`src/rtl/tmr_pkg.sv`:
```
package tmr_pkg;
  localparam int ADDR_W = 4;

  localparam logic [ADDR_W-1:0] A_CTRL     = 4'd0;
  localparam logic [ADDR_W-1:0] A_COUNT    = 4'd1;
  localparam logic [ADDR_W-1:0] A_PRESCALE = 4'd2;
  localparam logic [ADDR_W-1:0] A_PCOUNT   = 4'd3;
  localparam logic [ADDR_W-1:0] A_MCTRL    = 4'd4;
  localparam logic [ADDR_W-1:0] A_CCTRL    = 4'd5;
  localparam logic [ADDR_W-1:0] A_EXTM     = 4'd6;
  localparam logic [ADDR_W-1:0] A_IFLAG    = 4'd7;
  localparam logic [ADDR_W-1:0] A_CNTCTRL  = 4'd8;
  localparam int                A_MATCH0   = 9;

  typedef enum logic [1:0] {
    EXT_KEEP   = 2'd0,
    EXT_LOW    = 2'd1,
    EXT_HIGH   = 2'd2,
    EXT_TOGGLE = 2'd3
  } ext_act_e;

  typedef enum logic [1:0] {
    CM_TIMER = 2'd0,
    CM_RISE  = 2'd1,
    CM_FALL  = 2'd2,
    CM_BOTH  = 2'd3
  } cnt_mode_e;
endpackage

```
`src/rtl/tmr_sync_edge.sv`:
```
module tmr_sync_edge #(
  parameter int STAGES = 2
) (
  input  logic clk,
  input  logic rst_n,
  input  logic din,
  output logic rise,
  output logic fall
);
  // STAGES synchronizer flops plus one history flop for edge detection
  logic [STAGES:0] shreg;

  always_ff @(posedge clk or negedge rst_n) begin
    if (!rst_n) shreg <= '0;
    else        shreg <= {shreg[STAGES-1:0], din};
  end

  assign rise = shreg[STAGES-1] & ~shreg[STAGES];
  assign fall = ~shreg[STAGES-1] & shreg[STAGES];
endmodule

```
`src/rtl/tmr_prescaler.sv`:
```
module tmr_prescaler #(
  parameter int W = 32
) (
  input  logic         clk,
  input  logic         rst_n,
  input  logic         run,
  input  logic         hold,
  input  logic         timer_mode,
  input  logic         ext_edge,
  input  logic [W-1:0] limit,
  output logic [W-1:0] pcount,
  output logic         tick
);
  logic wrap;

  assign wrap = (pcount == limit);
  assign tick = run & ~hold & (timer_mode ? wrap : ext_edge);

  always_ff @(posedge clk or negedge rst_n) begin
    if (!rst_n)                  pcount <= '0;
    else if (hold || !timer_mode) pcount <= '0;
    else if (run)                pcount <= wrap ? '0 : pcount + W'(1);
  end
endmodule

```
`src/rtl/tmr_match_ch.sv`:
```
module tmr_match_ch
  import tmr_pkg::*;
#(
  parameter int W = 32
) (
  input  logic     [W-1:0] count,
  input  logic     [W-1:0] mval,
  input  logic             tick,
  input  logic     [2:0]   acts,     // {stop, reset, interrupt}
  input  ext_act_e         ext_sel,
  input  logic             ext_cur,
  output logic             hit,
  output logic             flag_set,
  output logic             want_rst,
  output logic             want_stop,
  output logic             ext_next
);
  assign hit       = tick && (count == mval);
  assign flag_set  = hit & acts[0];
  assign want_rst  = hit & acts[1];
  assign want_stop = hit & acts[2];

  always_comb begin
    ext_next = ext_cur;
    if (hit) begin
      case (ext_sel)
        EXT_LOW:    ext_next = 1'b0;
        EXT_HIGH:   ext_next = 1'b1;
        EXT_TOGGLE: ext_next = ~ext_cur;
        default:    ext_next = ext_cur;
      endcase
    end
  end
endmodule

```
`src/rtl/timer_match_cap.sv`:
```
module timer_match_cap
  import tmr_pkg::*;
#(
  parameter int DATA_W  = 32,
  parameter int N_MATCH = 4,
  parameter int N_CAP   = 2
) (
  input  logic                clk,
  input  logic                rst_n,
  input  logic                reg_we,
  input  logic [ADDR_W-1:0]   reg_addr,
  input  logic [DATA_W-1:0]   reg_wdata,
  output logic [DATA_W-1:0]   reg_rdata,
  input  logic [N_CAP-1:0]    cap_i,
  output logic [N_MATCH-1:0]  match_o,
  output logic                irq_o
);
  localparam int MC_W     = 3 * N_MATCH;
  localparam int CC_W     = 3 * N_CAP;
  localparam int ACT_W    = 2 * N_MATCH;
  localparam int IF_W     = N_MATCH + N_CAP;
  localparam int CNT_W    = 4;
  localparam int CAP_BASE = A_MATCH0 + N_MATCH;

  // configuration and state
  logic               ctrl_en, ctrl_hold;
  logic [DATA_W-1:0]  prescale, pcount, tc;
  logic [MC_W-1:0]    mctrl;
  logic [CC_W-1:0]    cctrl;
  logic [N_MATCH-1:0] ext_state, ext_next;
  logic [ACT_W-1:0]   ext_act;
  logic [IF_W-1:0]    iflag;
  logic [CNT_W-1:0]   cntctrl;
  logic [DATA_W-1:0]  mval [N_MATCH];
  logic [DATA_W-1:0]  cval [N_CAP];

  // event wiring
  logic [N_CAP-1:0]   rise, fall, cap_ev, cap_set;
  logic [N_MATCH-1:0] m_hit, m_set, m_rst, m_stop;
  logic               any_rst, any_stop, tick, timer_mode, ext_edge;
  logic               src_rise, src_fall;
  cnt_mode_e          mode;

  logic wr_ctrl, wr_pre, wr_mctrl, wr_cctrl, wr_extm, wr_iflag, wr_cnt;
  assign wr_ctrl  = reg_we && (reg_addr == A_CTRL);
  assign wr_pre   = reg_we && (reg_addr == A_PRESCALE);
  assign wr_mctrl = reg_we && (reg_addr == A_MCTRL);
  assign wr_cctrl = reg_we && (reg_addr == A_CCTRL);
  assign wr_extm  = reg_we && (reg_addr == A_EXTM);
  assign wr_iflag = reg_we && (reg_addr == A_IFLAG);
  assign wr_cnt   = reg_we && (reg_addr == A_CNTCTRL);

  // ---------------- pin synchronizers and capture channels ----------------
  for (genvar k = 0; k < N_CAP; k++) begin : g_cap
    tmr_sync_edge #(.STAGES(2)) u_sync (
      .clk  (clk),
      .rst_n(rst_n),
      .din  (cap_i[k]),
      .rise (rise[k]),
      .fall (fall[k])
    );

    assign cap_ev[k]  = (rise[k] & cctrl[3*k]) | (fall[k] & cctrl[3*k+1]);
    assign cap_set[k] = cap_ev[k] & cctrl[3*k+2];

    always_ff @(posedge clk or negedge rst_n) begin
      if (!rst_n)      cval[k] <= '0;
      else if (cap_ev[k]) cval[k] <= tc;
    end
  end

  // ---------------- count source selection ----------------
  assign mode       = cnt_mode_e'(cntctrl[1:0]);
  assign timer_mode = (mode == CM_TIMER);

  always_comb begin
    src_rise = 1'b0;
    src_fall = 1'b0;
    for (int k = 0; k < N_CAP; k++) begin
      if (cntctrl[3:2] == 2'(k)) begin
        src_rise = rise[k];
        src_fall = fall[k];
      end
    end
  end

  always_comb begin
    case (mode)
      CM_RISE: ext_edge = src_rise;
      CM_FALL: ext_edge = src_fall;
      CM_BOTH: ext_edge = src_rise | src_fall;
      default: ext_edge = 1'b0;
    endcase
  end

  tmr_prescaler #(.W(DATA_W)) u_pre (
    .clk       (clk),
    .rst_n     (rst_n),
    .run       (ctrl_en),
    .hold      (ctrl_hold),
    .timer_mode(timer_mode),
    .ext_edge  (ext_edge),
    .limit     (prescale),
    .pcount    (pcount),
    .tick      (tick)
  );

  // ---------------- match channels ----------------
  for (genvar n = 0; n < N_MATCH; n++) begin : g_match
    tmr_match_ch #(.W(DATA_W)) u_ch (
      .count    (tc),
      .mval     (mval[n]),
      .tick     (tick),
      .acts     (mctrl[3*n +: 3]),
      .ext_sel  (ext_act_e'(ext_act[2*n +: 2])),
      .ext_cur  (ext_state[n]),
      .hit      (m_hit[n]),
      .flag_set (m_set[n]),
      .want_rst (m_rst[n]),
      .want_stop(m_stop[n]),
      .ext_next (ext_next[n])
    );

    always_ff @(posedge clk or negedge rst_n) begin
      if (!rst_n) mval[n] <= '0;
      else if (reg_we && (reg_addr == ADDR_W'(A_MATCH0 + n))) mval[n] <= reg_wdata;
    end
  end

  assign any_rst  = |m_rst;
  assign any_stop = |m_stop;

  // ---------------- timer counter and control ----------------
  always_ff @(posedge clk or negedge rst_n) begin
    if (!rst_n)         tc <= '0;
    else if (ctrl_hold) tc <= '0;
    else if (tick) begin
      if (any_rst)       tc <= '0;
      else if (any_stop) tc <= tc;
      else               tc <= tc + DATA_W'(1);
    end
  end

  always_ff @(posedge clk or negedge rst_n) begin
    if (!rst_n) begin
      ctrl_en   <= 1'b0;
      ctrl_hold <= 1'b0;
    end else if (wr_ctrl) begin
      ctrl_en   <= reg_wdata[0];
      ctrl_hold <= reg_wdata[1];
    end else if (any_stop) begin
      ctrl_en   <= 1'b0;
    end
  end

  always_ff @(posedge clk or negedge rst_n) begin
    if (!rst_n) begin
      prescale <= '0;
      mctrl    <= '0;
      cctrl    <= '0;
      cntctrl  <= '0;
    end else begin
      if (wr_pre)   prescale <= reg_wdata;
      if (wr_mctrl) mctrl    <= reg_wdata[MC_W-1:0];
      if (wr_cctrl) cctrl    <= reg_wdata[CC_W-1:0];
      if (wr_cnt)   cntctrl  <= reg_wdata[CNT_W-1:0];
    end
  end

  // output pin states: a register write overrides a hit in the same cycle
  always_ff @(posedge clk or negedge rst_n) begin
    if (!rst_n) begin
      ext_state <= '0;
      ext_act   <= '0;
    end else if (wr_extm) begin
      ext_state <= reg_wdata[N_MATCH-1:0];
      ext_act   <= reg_wdata[N_MATCH +: ACT_W];
    end else begin
      ext_state <= ext_next;
    end
  end

  // flags: a new event wins over a write-one-to-clear in the same cycle
  logic [IF_W-1:0] flag_clr;
  assign flag_clr = wr_iflag ? reg_wdata[IF_W-1:0] : '0;

  always_ff @(posedge clk or negedge rst_n) begin
    if (!rst_n) iflag <= '0;
    else        iflag <= (iflag & ~flag_clr) | {cap_set, m_set};
  end

  assign irq_o   = |iflag;
  assign match_o = ext_state;

  // ---------------- read mux ----------------
  always_comb begin
    reg_rdata = '0;
    case (reg_addr)
      A_CTRL:     reg_rdata = DATA_W'({ctrl_hold, ctrl_en});
      A_COUNT:    reg_rdata = tc;
      A_PRESCALE: reg_rdata = prescale;
      A_PCOUNT:   reg_rdata = pcount;
      A_MCTRL:    reg_rdata = DATA_W'(mctrl);
      A_CCTRL:    reg_rdata = DATA_W'(cctrl);
      A_EXTM:     reg_rdata = DATA_W'({ext_act, ext_state});
      A_IFLAG:    reg_rdata = DATA_W'(iflag);
      A_CNTCTRL:  reg_rdata = DATA_W'(cntctrl);
      default:    reg_rdata = '0;
    endcase
    for (int n = 0; n < N_MATCH; n++)
      if (reg_addr == ADDR_W'(A_MATCH0 + n)) reg_rdata = mval[n];
    for (int k = 0; k < N_CAP; k++)
      if (reg_addr == ADDR_W'(CAP_BASE + k)) reg_rdata = cval[k];
  end
endmodule

```
`config.mk`:
```
export PLATFORM = sky130hd
export DESIGN_NAME = timer_match_cap
export DESIGN_NICKNAME = d
export VERILOG_FILES = /design/src/rtl/tmr_pkg.sv /design/src/rtl/tmr_sync_edge.sv /design/src/rtl/tmr_prescaler.sv /design/src/rtl/tmr_match_ch.sv /design/src/rtl/timer_match_cap.sv
export SDC_FILE = /design/constraint.sdc
export NUM_CORES = 1
export LEC_CHECK = 0
export BUFFER_PORTS_ARGS = -buffer_cell sky130_fd_sc_hd__buf_2
export CAP_MARGIN = 40
export CORE_UTILIZATION = 60
export CTS_CLUSTER_DIAMETER = 60
export DETAILED_ROUTE_END_ITERATION = 12
export GPL_TIMING_DRIVEN = 0
export PLACE_DENSITY = 0.86
export SYNTH_ARGS = -nofsm -noshare
export SYNTH_HDL_FRONTEND = slang
export SYNTH_SLANG_ARGS = --single-unit
```
`constraint.sdc`:
```
create_clock -name clk -period 3.1 [get_ports clk]
set_clock_uncertainty 0.05 [all_clocks]
set_input_delay 0.155 -clock clk [delete_from_list [all_inputs] [get_ports clk]]
set_output_delay 0.155 -clock clk [all_outputs]
set_load 0.005 [all_outputs]
```
# Word-level counts from Yosys, hierarchy flattened
# Index checks and enable logic that the tools add are counted.
# Widths: inputs -> output; s select.
totals:
  output_inout_bits: 37
  wordCells: 170
  reg_bits: 336
classes:
  n_mux: 32
  reduce_logical: 39
  n_bitwise: 39
  n_addsub: 2
  n_eq_ne: 36
op_table:
  columns: ["op", "count"]
  rows:
  - ["$mux 32", 13]
  - ["$pmux 32 s9", 1]
  - ["$eq 32x32->1", 5]
  - ["$add 32x1->32 const B", 2]
  - ["$eq 4x4->1 const B", 7]
  - ["$and 1x1->1", 24]
  - ["$eq 2x2->1 const B", 10]
  - ["$eq 4x3->1 const B", 4]
  - ["$reduce_bool 4->1", 4]
  - ["$logic_and 1x1->1", 15]
  - ["$pmux 1 s3", 5]
  - ["$reduce_bool 2->1", 7]
  - ["$eq 2x1->1 const B", 6]
  - ["$mux 1", 11]
  - ["$reduce_and 2->1", 5]
  - ["$not 1->1", 9]
  - ["$eq 4x2->1 const B", 2]
  - ["$reduce_or 4->1", 2]
  - ["$and 6x6->6", 1]
  - ["$mux 6", 1]
  - ["$not 6->6", 1]
  - ["$or 6x6->6", 1]
  - ["$reduce_or 6->1", 1]
  - ["$eq 4x1->1 const B", 1]
  - ["7 further kinds", 10]

# Logic depth before layout (Yosys ltp)
# Gate-level depths: netlist of run 1.
depth:
  depth_word: 15
  depth_mapped: 11

# By module
# A second synthesis of run 1 with hierarchy kept.
hier_totals:
  hier_cells: 1722
  hier_area_um2: 18477.7
by_module_without_submodules:
  columns: ["mod", "seq_area_each_um2", "area_per_inst_um2", "n_inst", "cells_per_inst"]
  rows:
  - ["timer_match_cap", 7457.2, 14516.4, 1, 1266]
  - ["tmr_prescaler", 800.8, 2104.5, 1, 230]
  - ["tmr_match_ch", 0.0, 419.2, 4, 54]
  - ["tmr_sync_edge", 75.1, 90.1, 2, 5]

# Least setup slack after synthesis of run 1
# OpenSTA, ideal clock, no wires.
synth_timing:
  path_type: "reg2reg"
  from: "register tc[6]"
  to: "register tc[20]"
  stages_incl_launch_ff: 11
  arrival_time_ns: 2.283
  period_less_slack_ns: 2.459
  path_slack_ns: 0.641
  path_cell_list: "dfrtp_1 buf_4 xnor2_1 nand4_1 nor4_1 nand3_1 o2111a_2 a21o_1 and2_4 buf_6 a221o_1"
synth_via:
  elab_chain_len: 7
  elab_cells_between_ends: 25
synth_rtl:
  columns: ["item", "line_no", "rtl"]
  rows:
  - ["start: declaration", "timer_match_cap.sv:27", "logic [DATA_W-1:0] prescale, pcount, tc;"]
  - ["start signal: assignment", "timer_match_cap.sv:139", "else if (any_stop) tc <= tc;"]
  - ["start signal: assignment", "timer_match_cap.sv:140", "else tc <= tc + DATA_W'(1);"]
  - ["parallel branches: the longest is 7 deep, another holds $add 32x1->32", null, null]
# Parallel ways; which one is timed is not known. The select of a mux whose other input is x is not followed.
# A chain may end at the register's enable or synchronous reset.

# Worst setup path in the final report of run 1
layout_timing:
  from: "input port reg_addr[3]"
  to: "output port reg_rdata[16]"
layout_via:
  elab_chain_len: 8
  elab_cells_between_ends: 22
layout_rtl:
  columns: ["item", "line_no", "rtl"]
  rows:
  - ["start: declaration", "timer_match_cap.sv:11", "input logic [ADDR_W-1:0] reg_addr,"]
  - ["$eq 4x4->1 (tied with other cells)", "timer_match_cap.sv:198", "case (reg_addr)"]
  - ["$pmux 32 s9", "timer_match_cap.sv:198", null]
  - ["$mux 32 (4 in a row)", "timer_match_cap.sv:211", "if (reg_addr == ADDR_W'(A_MATCH0 + n)) reg_rdata = mval[n];"]
  - ["$mux 32", "timer_match_cap.sv:213", "if (reg_addr == ADDR_W'(CAP_BASE + k)) reg_rdata = cval[k];"]
  - ["$mux 32 *", "timer_match_cap.sv:213", null]
  - ["end: declaration", "timer_match_cap.sv:13", "output logic [DATA_W-1:0] reg_rdata,"]
# Mark *: on every way between the ends. The rest lies on a longest branch, timed or not.

==> flow_summary.yaml, run 1 <==
synth:
  ys_warn_count: 0
  synth.avg_cell_area_sq_um: 10.5
  yosys-mux-area-fraction_pct: 15.6
  synthesis.instances: 1727
  synth.yosys.seq_area_share_pct: 46.5
  postSynthRegisterBits: 336
  synth_xor_area_share_pct: 8.67
  synthDominantAreaCellType: "sky130_fd_sc_hd__dfrtp_1"
  synth_area_leaders: "sky130_fd_sc_hd__dfrtp_1, sky130_fd_sc_hd__mux2_2, sky130_fd_sc_hd__xnor2_1"
  synth_area_sq_mm: 0.0181
  post_synth_edffs: 0
  synth-compound-area-share_pct: 11.8
  synth-simple-area-share_pct: 13.5
  synth_ff_type: "sky130_fd_sc_hd__dfrtp_1"
  syn_nets: 1770
  synth_async_sr_flop_share_pct: 100
  yosys-top-cells-count: "sky130_fd_sc_hd__dfrtp_1, sky130_fd_sc_hd__mux2_2, sky130_fd_sc_hd__xnor2_1"
  synth_largest_type_area_fraction_pct: 46.5
  post_synth_fa_ha_maj_area_fraction_pct: 0.138
  synthDistinctLibCells: 75
  synth_most_common_cell: "sky130_fd_sc_hd__dfrtp_1"
  synth_top_family_by_area: "multiplexers"
timing:
  final.period_utilization_pct: 101
  relative_max_transition_margin_pct: 41.8
  worstMarginPinSlew_ps: 874
  unrepaired_setup_endpoints_after_global_routing: "yes"
  setup-violations-final: 4
  timing_hold_violations_final: 0
  hold_ws_ps: 71.5
  finalMaxSlewViolations: 0
  final.setup.tns_ps: -37.1
  setup_slack_ps: -18.4
  fmaxAchievable_ghz: 0.321
  post-route-min-period_ps: 3120
power:
  power-per-cell-area_mw_per_mm2: 614
  power_frac_comb_pct: 19.6
  total_leakage_power_nw: 9.09
  power.switching_mw: 3.96
  irDropWorstVdd_mv: 0.487
  register_share_of_total_power_pct: 44.4
  power.share.switching_pct: 30.6
  total_internal_power_mw: 9.00
  share_clk_of_total_power_pct: 36.0
detailed_routing:
  via_count: 15800
  routed_wire_length_per_instance_um: 28.1
  drc: 0
  drt_wl_total_um: 64400
  antenna_left: 0
  drt_iter0_drc: 2275
  drtPass1Iterations: 9
  routed_via_density: 6.86
floorplan:
  fp.dieW_um: 176
  floorplan.die.height_um: 176
  core.rowCount: 63
  core_sq_mm: 0.0296
  fp.dieArea_sq_mm: 0.0309
  pin_count: 78
  initial_utilization_pct: 61.0
critical_path:
  startpoint_type: "input pin"
  worstRegToRegCells: 9
  setup.worst_path.start: "reg_addr[3]"
  ff2ff_setup_slack_ps: -10
  timing.setup.critical_path_class: "input pin to output pin"
  worstPathArrival_ps: 2910
  end_kind: "output pin"
  critical_path.endpoint: "reg_rdata[16]"
  crit-reg2reg-capture: "match_o[1]$_DFFE_PN0P_"
  worstReg2RegStart: "u_pre.pcount[4]$_DFFE_PN0P_"
  crit_path_max_fanout: 10
  cp.required_ps: 2890
placed_design:
  place.gp.congestion: 1.03
  dpl.hpwl_um: 47100
  post-place-ws_ps: -483
  dpl.cell_count: 2197
  io_buffer_count: 73
outcome:
  outcome: "finished, violations left"
  violations: "negative setup slack"
finish:
  final_net_count: 1919
  areaGrowthSynthToFinish_pct: 16.5
  drive_gt1_share_pct: 26.7
  post-route-util_pct: 71.1
  seq_area_sq_mm: 0.00842
  num-fill-cells: 2144
  layoutNonFillerInstCount: 2295
  multi_input_comb_area_sq_mm: 0.00937
run:
  max_cap_violations: 0
cts:
  clk_latency_ps: 540
  clockBufferDepth: 3
  clkSinkCount: 336
  cts_root_buffer: "sky130_fd_sc_hd__clkbuf_16"
  cts-htree-levels: 2
  cts_tree: "built"
  num_cts_buffers: 38
  cts.clk_slew.worst_paths_ps: 60
grt:
  antenna_found_initial: 2
  first_global_vias: 15400
  track_usage_pct: 42.3
  globalRouteOverflowTotal: 0
  global_route_wire_length_before_repair_um: 96000
  grt_start_max_net_pins: 107
hold_path:
  min-delay-path-class: "input pin to register"
[worst min-delay path by stage]
stage / to / cells after the start / startpoint
2_1_floorplan: cctrl[0]$_DFFE_PN0P_ / 0 / rst_n
3_3_place_gp: g_cap[0].u_sync.shreg[0]$_DFF_PN0_ / 1 / cap_i[0]
3_5_place_dp: cctrl[2]$_DFFE_PN0P_ / 1 / rst_n
4_1_cts: ext_act[1]$_DFFE_PN0P_ / 3 / reg_wdata[5]
5_1_grt: ext_act[1]$_DFFE_PN0P_ / 3 / reg_wdata[5]
6_report: ext_act[1]$_DFFE_PN0P_ / 3 / reg_wdata[5]
[sequential cells by signal, indices dropped and copies added (netlist names)]
register	count
ctrl_hold	1
mctrl	12
ctrl_en	1
cctrl	6
cntctrl	4
mval	128
ext_act	8
prescale	32
match_o	4
cval	64
tc	32
iflag	6
u_pre.pcount	32
g_cap.u_sync.shreg	6
[metrics by stage]
stage	total power [mW]	area, sq um
floorplan	7.02	18100
global placement	7.91	18900
detailed placement	8.02	19100
CTS	12.7	20900
global route	13.3	21100
finish	13.0	21100
[layer usage]
| layer | track usage, % | part of all wire, % | up-vias |
|---|---|---|---|
| met5 | 0 | 0.020 | - |
| met4 | 20.5 | 5.8 | 2 |
| li1 | - | - | 6537 |
| met2 | 65.8 | 45 | 1152 |
| met3 | 7.66 | 11 | 254 |
| met1 | 57.4 | 38 | 7810 |
[critical path, stage by stage]
cell,delay [ps]
sky130_fd_sc_hd__buf_2,120
sky130_fd_sc_hd__clkbuf_1,220
sky130_fd_sc_hd__nor3_1,560
sky130_fd_sc_hd__clkbuf_1,560
sky130_fd_sc_hd__a22oi_1,170
sky130_fd_sc_hd__a31oi_2,380
sky130_fd_sc_hd__a21oi_1,80
sky130_fd_sc_hd__a21oi_1,190
sky130_fd_sc_hd__a21oi_1,70
sky130_fd_sc_hd__a21oi_1,220
sky130_fd_sc_hd__buf_2,170
[what timing repair did]
| action | 4_1_cts | 5_1_grt |
|---|---|---|
| resized for setup | 35 | 46 |
| pin swaps | 4 | 12 |
| gates cloned | 0 | 0 |
| hold buffers | 31 | 0 |
| setup endpoints to repair | 65 | 49 |
| hold endpoints to repair | 206 | 0 |
| buffers inserted | 1 | 1 |
[power by group through the flow]
stage	logic (mW)	clock network [mW]	registers [mW]
after CTS	2.41	4.66	5.68
after global routing	2.67	4.82	5.80
final	2.55	4.66	5.75
after detailed placement	2.30	0	5.72
after floorplan	1.52	0	5.50
after global placement	2.22	0	5.69
[final cells by class]
| class | instances | area share (%) |
|---|---|---|
| Inverter | 10 | 0.178 |
| Clock buffer | 57 | 5.44 |
| Antenna cell | 1 | 0.0119 |
| Tap cell | 390 | 2.31 |
| Buffer | 131 | 3.17 |
| Multi-Input combinational cell | 1246 | 44.5 |
| Clock inverter | 11 | 0.635 |
| Sequential cell | 336 | 39.9 |
| Timing Repair Buffer | 113 | 3.89 |
[cells in the final DEF (no fill, tap or decap), types with 12 or more instances in the layout]
cell / synthesis / layout
sky130_fd_sc_hd__and3_1: 14 / 14
sky130_fd_sc_hd__buf_2: 26 / 91
sky130_fd_sc_hd__mux2_2: 244 / 244
sky130_fd_sc_hd__nor3_1: 17 / 16
sky130_fd_sc_hd__buf_1: 24 / 23
sky130_fd_sc_hd__clkbuf_16: 0 / 41
sky130_fd_sc_hd__clkbuf_1: 63 / 62
sky130_fd_sc_hd__o21ai_0: 49 / 48
sky130_fd_sc_hd__xnor2_2: 0 / 24
sky130_fd_sc_hd__a22oi_1: 68 / 68
sky130_fd_sc_hd__nor2_1: 147 / 147
sky130_fd_sc_hd__nand3_1: 56 / 56
sky130_fd_sc_hd__dfrtp_1: 336 / 330
sky130_fd_sc_hd__a21oi_1: 102 / 102
sky130_fd_sc_hd__nand2_1: 113 / 112
sky130_fd_sc_hd__xnor2_1: 167 / 141
sky130_fd_sc_hd__dlygate4sd3_1: 0 / 31
sky130_fd_sc_hd__a31oi_1: 35 / 34
sky130_fd_sc_hd__buf_4: 13 / 16
sky130_fd_sc_hd__nand4_1: 54 / 54
sky130_fd_sc_hd__xor2_1: 12 / 12
[logic make-up (layout without fill, tap and decap cells)]
| logic type | Yosys count | in the layout |
|---|---|---|
| other cells | 0 | 1 |
| simple gates | 486 | 486 |
| mux | 250 | 250 |
| buf+inv | 145 | 322 |
| fa+ha+maj | 2 | 2 |
| flops | 336 | 336 |
| compound gates | 329 | 329 |
| xor+xnor | 179 | 179 |
Note: power is estimated with default switching activity, not from simulation.
==> run 2, diff against run 1 <==
--- a/config.mk
+++ b/config.mk
@@ -11,6 +11,8 @@
 export CTS_CLUSTER_DIAMETER = 60
 export DETAILED_ROUTE_END_ITERATION = 12
 export GPL_TIMING_DRIVEN = 0
+export HOLD_SLACK_MARGIN = 0.15
+export MAX_ROUTING_LAYER = met4
 export PLACE_DENSITY = 0.86
 export SYNTH_ARGS = -nofsm -noshare
 export SYNTH_HDL_FRONTEND = slang
==> flow_summary.yaml, run 2 (synthesized netlist as in run 1, its figures left out) <==
floorplan:
  core_sq_mm: 0.0296
  fp.dieW_um: 176
  pin_count: 78
  core.rowCount: 63
  fp.dieArea_sq_mm: 0.0309
  floorplan.die.height_um: 176
  initial_utilization_pct: 61.0
timing:
  setup_slack_ps: -8.03
  final.setup.tns_ps: -8.03
  setup-violations-final: 1
  finalMaxSlewViolations: 0
  relative_max_transition_margin_pct: 46.9
  final.period_utilization_pct: 100
  timing_hold_violations_final: 0
  hold_ws_ps: 170
  post-route-min-period_ps: 3110
  fmaxAchievable_ghz: 0.322
  worstMarginPinSlew_ps: 796
cts:
  clk_latency_ps: 540
  cts.clk_slew.worst_paths_ps: 60
  num_cts_buffers: 38
  cts-htree-levels: 2
  cts_tree: "built"
  cts_root_buffer: "sky130_fd_sc_hd__clkbuf_16"
  clkSinkCount: 336
  clockBufferDepth: 3
critical_path:
  crit_family: "simple AND/OR/NAND/NOR gates"
  worstReg2RegStart: "u_pre.pcount[9]$_DFFE_PN0P_"
  ff2ff_setup_slack_ps: -8
  worstRegToRegCells: 9
  critical_path.endpoint: "match_o[1]$_DFFE_PN0P_"
  timing.setup.critical_path_class: "register to register"
  crit-reg2reg-capture: "match_o[1]$_DFFE_PN0P_"
  startpoint_type: "register"
  cp.required_ps: 3460
  cp_num_buf_inv: 1
  crit_path_cell_trace: "xnor2_2, nand4_1, nor4_4, a31oi_1, or3_4, buf_6, nor2_1, nand3_1, a31o_2"
  critical-path-max-stage-delay_ps: 510
  cp_num_cells: 9
  crit_path_max_fanout: 10
  worstPathArrival_ps: 3470
  crit_slowest_cell: "sky130_fd_sc_hd__dfrtp_2"
  setup.worst_path.start: "u_pre.pcount[9]$_DFFE_PN0P_"
  end_kind: "register"
detailed_routing:
  drtPass1Iterations: 8
  via_count: 15800
  drt_wl_total_um: 64000
  routed_via_density: 6.85
  antenna_left: 0
  routed_wire_length_per_instance_um: 27.8
  drc: 0
  drt_iter0_drc: 1890
finish:
  final_common_cell: "sky130_fd_sc_hd__dfrtp_1"
  largest_registers: "mval x128, cval x64"
  final_net_count: 1925
  drive_gt1_share_pct: 26.9
  largest_register_ff_count: 128
  areaGrowthSynthToFinish_pct: 17.1
  largest_register: "mval"
  post-route-util_pct: 71.5
  layout.cells.most_common_list: "sky130_fd_sc_hd__dfrtp_1, sky130_fd_sc_hd__mux2_2, sky130_fd_sc_hd__nor2_1, sky130_fd_sc_hd__xnor2_1, sky130_fd_sc_hd__nand2_1"
  num-fill-cells: 2096
  layoutNonFillerInstCount: 2302
outcome:
  outcome: "finished, violations left"
  violations: "negative setup slack"
power:
  register_share_of_total_power_pct: 44.1
  power_frac_comb_pct: 19.5
  share_clk_of_total_power_pct: 36.4
  total_internal_power_mw: 9.09
  total_leakage_power_nw: 9.14
  irDropWorstVdd_mv: 0.571
  power-per-cell-area_mw_per_mm2: 616
  power.share.switching_pct: 30.3
  power.switching_mw: 3.94
grt:
  global_route_wire_length_before_repair_um: 95400
  grt_start_max_net_pins: 99
  first_global_vias: 15400
  global_route.peak_usage_layer: "met2"
  track_usage_pct: 43.2
  globalRouteOverflowTotal: 0
  use_met2_pct: 64.4
  antenna_found_initial: 3
  met3_usage_pct: 8.79
  groute.layer.met1.usage_pct: 56.2
hold_path:
  min-delay-path-class: "input pin to register"
  whs_path_depth: 3
placed_design:
  post-place-ws_ps: -346
  dpl.hpwl_um: 46600
  place.gp.congestion: 1.09
  io_buffer_count: 73
  dpl.cell_count: 2197
run:
  max_cap_violations: 0
[run 2: cell types whose count changed in the layout (fill, tap and decap cells not counted), sizes merged, moves of 2 or more]
| cell | before | now |
|---|---|---|
| clkbuf | 124 | 116 |
| bufinv | 3 | 6 |
| dlygate4sd3 | 31 | 33 |
| buf | 145 | 151 |
| diode | 1 | 4 |
[run 2: layout make-up]
| class | instances | area, sq um | share of cell area, % |
|---|---|---|---|
| Clock inverter | 15 | 235 | 1.11 |
| Tap cell | 390 | 488 | 2.30 |
| Sequential cell | 336 | 8410 | 39.7 |
| Multi-Input combinational cell | 1246 | 9400 | 44.4 |
| Timing Repair Buffer | 118 | 867 | 4.09 |
| Antenna cell | 4 | 10.0 | 0.0473 |
| Buffer | 132 | 667 | 3.15 |
| Clock buffer | 51 | 1060 | 5.01 |
| Inverter | 10 | 37.5 | 0.177 |
[run 2: power by group through the flow]
| stage | logic, mW | registers, mW | clock network (mW) |
|---|---|---|---|
| 3_5_place_dp | 2.29 | 5.73 | 0 |
| 6_report | 2.54 | 5.75 | 4.75 |
| 3_3_place_gp | 2.21 | 5.69 | 0 |
| 4_1_cts | 2.39 | 5.68 | 4.74 |
| 2_1_floorplan | 1.52 | 5.50 | 0 |
| 5_1_grt | 2.67 | 5.80 | 4.92 |
[run 2: through the flow]
stage / instance area [sq um] / total power [mW]
6_report: 21200 / 13.0
5_1_grt: 21200 / 13.4
4_1_cts: 20900 / 12.8
3_5_place_dp: 19100 / 8.02
3_3_place_gp: 18900 / 7.90
2_1_floorplan: 18100 / 7.02
[run 2: tightest hold or removal path, cell delays in order]
cell and delay (ps):
sky130_fd_sc_hd__buf_1 330, sky130_fd_sc_hd__nand2_1 150, sky130_fd_sc_hd__o31ai_1 70
[run 2: per-layer routing]
layer,part of all wire [%],up-vias
li1,-,6563
met1,38,7768
met2,45,1164
met3,12,275
met4,6.2,0
met5,0,-
[run 2: how the worst min path moves through the flow]
stage	start	slack (ps)	to
after floorplan	rst_n	-190	cctrl[0]$_DFFE_PN0P_
after global placement	cap_i[0]	210	g_cap[0].u_sync.shreg[0]$_DFF_PN0_
after detailed placement	rst_n	190	iflag[3]$_DFF_PN0_
after CTS	reg_wdata[3]	170	match_o[3]$_DFFE_PN0P_
after global routing	reg_wdata[3]	230	match_o[3]$_DFFE_PN0P_
final	reg_wdata[2]	170	match_o[2]$_DFFE_PN0P_
[run 2: what timing repair did]
action                                  CTS  global route
endpoints found under the hold margin   251             0
buffers inserted                          1             4
pin swaps                                 3             9
endpoints found under the setup margin   62            71
gates resized for setup                  29            52
hold buffers                             33             0
==> run 3, diff against run 2 <==
--- a/config.mk
+++ b/config.mk
@@ -17,3 +17,4 @@
 export SYNTH_ARGS = -nofsm -noshare
 export SYNTH_HDL_FRONTEND = slang
 export SYNTH_SLANG_ARGS = --single-unit
+export TNS_END_PERCENT = 50
==> flow_summary.yaml, run 3 (synthesized netlist as in run 1, its figures left out) <==
outcome:
  outcome: "finished, violations left"
  violations: "negative setup slack"
detailed_routing:
  routed_via_density: 6.83
  drt_iter0_drc: 1803
  drtPass1Iterations: 6
  drt_wl_total_um: 63800
  routed_wire_length_per_instance_um: 27.7
  antenna_left: 0
  drc: 0
  via_count: 15700
floorplan:
  core_sq_mm: 0.0296
  fp.dieArea_sq_mm: 0.0309
  initial_utilization_pct: 61.0
  pin_count: 78
  core.rowCount: 63
  floorplan.die.height_um: 176
  fp.dieW_um: 176
timing:
  timing_hold_violations_final: 0
  final.period_utilization_pct: 102
  post-route-min-period_ps: 3160
  worstMarginPinSlew_ps: 794
  finalMaxSlewViolations: 0
  setup-violations-final: 13
  setup_slack_ps: -63.9
  fmaxAchievable_ghz: 0.316
  relative_max_transition_margin_pct: 47.1
  unrepaired_setup_endpoints_after_global_routing: "yes"
power:
  power-per-cell-area_mw_per_mm2: 616
  irDropWorstVdd_mv: 0.572
  post-layout-total-power_mw: 13.0
  total_leakage_power_nw: 9.13
cts:
  clkSinkCount: 336
  cts_tree: "built"
  cts-htree-levels: 2
  cts.clk_slew.worst_paths_ps: 60
  clockBufferDepth: 3
  num_cts_buffers: 38
  clk_latency_ps: 530
  cts_root_buffer: "sky130_fd_sc_hd__clkbuf_16"
critical_path:
  startpoint_type: "register"
  timing.setup.critical_path_class: "register to register"
  end_kind: "register"
  crit_path_cell_trace: "buf_2, xnor2_2, nand4_1, nor4_2, nand3_1, o2111ai_4, a21o_1, clkbuf_4, buf_4, nand3_1, nand3_1"
  critical-path-max-stage-delay_ps: 430
  crit_family: "simple AND/OR/NAND/NOR gates"
  crit_slowest_cell: "sky130_fd_sc_hd__nor4_2"
  critPathMostFrequentCell: "sky130_fd_sc_hd__nand3_1"
  cp_num_buf_inv: 3
  crit_path_max_fanout: 10
  worstPathArrival_ps: 3570
  cp.required_ps: 3510
finish:
  areaGrowthSynthToFinish_pct: 17.0
  post-route-util_pct: 71.4
  layout.cells.most_common_list: "sky130_fd_sc_hd__dfrtp_1, sky130_fd_sc_hd__mux2_2, sky130_fd_sc_hd__nor2_1, sky130_fd_sc_hd__xnor2_1, sky130_fd_sc_hd__nand2_1"
  largest_register_ff_count: 128
  largest_registers: "mval x128, cval x64"
  largest_register: "mval"
  num-fill-cells: 2107
  drive_gt1_share_pct: 26.8
  final_common_cell: "sky130_fd_sc_hd__dfrtp_1"
  final_net_count: 1925
  layoutNonFillerInstCount: 2301
hold_path:
  min-delay-path-class: "input pin to register"
grt:
  antenna_found_initial: 3
  first_global_vias: 15400
  global_route_wire_length_before_repair_um: 95400
  track_usage_pct: 43.1
  grt_start_max_net_pins: 99
  globalRouteOverflowTotal: 0
run:
  max_cap_violations: 0
placed_design:
  io_buffer_count: 73
  dpl.cell_count: 2197
  dpl.hpwl_um: 46600
  place.gp.congestion: 1.09
-- run 3: changes by cell type in the layout (fill, tap and decap cells not counted), sizes merged --
cell	previous run	this run
diode	4	3
clkbuf	116	118
buf	151	149
-- run 3: path summary, 6_finish.rpt --
kind	startpoint	end	slack (ps)	cells after the start
min in group asynchronous	rst_n	iflag[1]$_DFF_PN0_	210	2
max in group asynchronous	rst_n	cval[29]$_DFFE_PN0N_	1490	4
worst min-delay path	reg_wdata[2]	match_o[2]$_DFFE_PN0P_	180	3
worst max-delay path	tc[24]$_DFFE_PN0P_	tc[25]$_DFFE_PN0P_	-60	11
worst min register to register	g_cap[1].u_sync.shreg[0]$_DFF_PN0_	g_cap[1].u_sync.shreg[1]$_DFF_PN0_	290	0
worst max register to register	tc[24]$_DFFE_PN0P_	tc[25]$_DFFE_PN0P_	-60	11
-- run 3: power breakdown --
group	switching, mW	internal, mW	total [mW]
combinational	1.37	1.19	2.55
clock	1.86	2.90	4.76
sequential	0.728	5.01	5.73
total	3.95	9.09	13.0
-- run 3: layout make-up --
type / count / area [sq um] / area share, %
Clock inverter: 15 / 235 / 1.11
Tap cell: 390 / 488 / 2.31
Antenna cell: 3 / 7.51 / 0.0355
Buffer: 133 / 672 / 3.17
Multi-Input combinational cell: 1246 / 9390 / 44.4
Inverter: 10 / 37.5 / 0.177
Clock buffer: 51 / 1060 / 5.01
Timing Repair Buffer: 117 / 860 / 4.06
Sequential cell: 336 / 8410 / 39.8
-- run 3: stage by stage --
stage | setup TNS, ps | worst slack [ps] | instance area [sq um] | hold slack (ps)
4_1_cts | 0 | 7.39 | 20900 | 172
5_1_grt | -481 | -68.3 | 21200 | 231
3_3_place_gp | -1505610 | -4490 | 18900 | 213
3_5_place_dp | -10060 | -346 | 19100 | 189
2_1_floorplan | 0 | 641 | 18100 | -191
6_report | -430 | -63.9 | 21200 | 177
-- run 3: worst min-delay path: stages --
cell,delay [ps]
sky130_fd_sc_hd__buf_1,340
sky130_fd_sc_hd__nand2_1,150
sky130_fd_sc_hd__o31ai_1,60
-- run 3: metal layers --
| metal | part of all wire [%] | global-route usage, % | up-vias |
|---|---|---|---|
| li1 | - | - | 6552 |
| met1 | 38 | 55.9 | 7740 |
| met2 | 44 | 64.3 | 1142 |
| met3 | 11 | 8.90 | 289 |
| met4 | 6.3 | 21.7 | 0 |
| met5 | 0 | - | - |
-- run 3: what timing repair did --
item	CTS	global route
endpoints found under the hold margin	251	0
pin swaps	3	9
resized for setup	30	52
endpoints found under the setup margin	62	71
hold buffers	33	0
buffers inserted	1	3
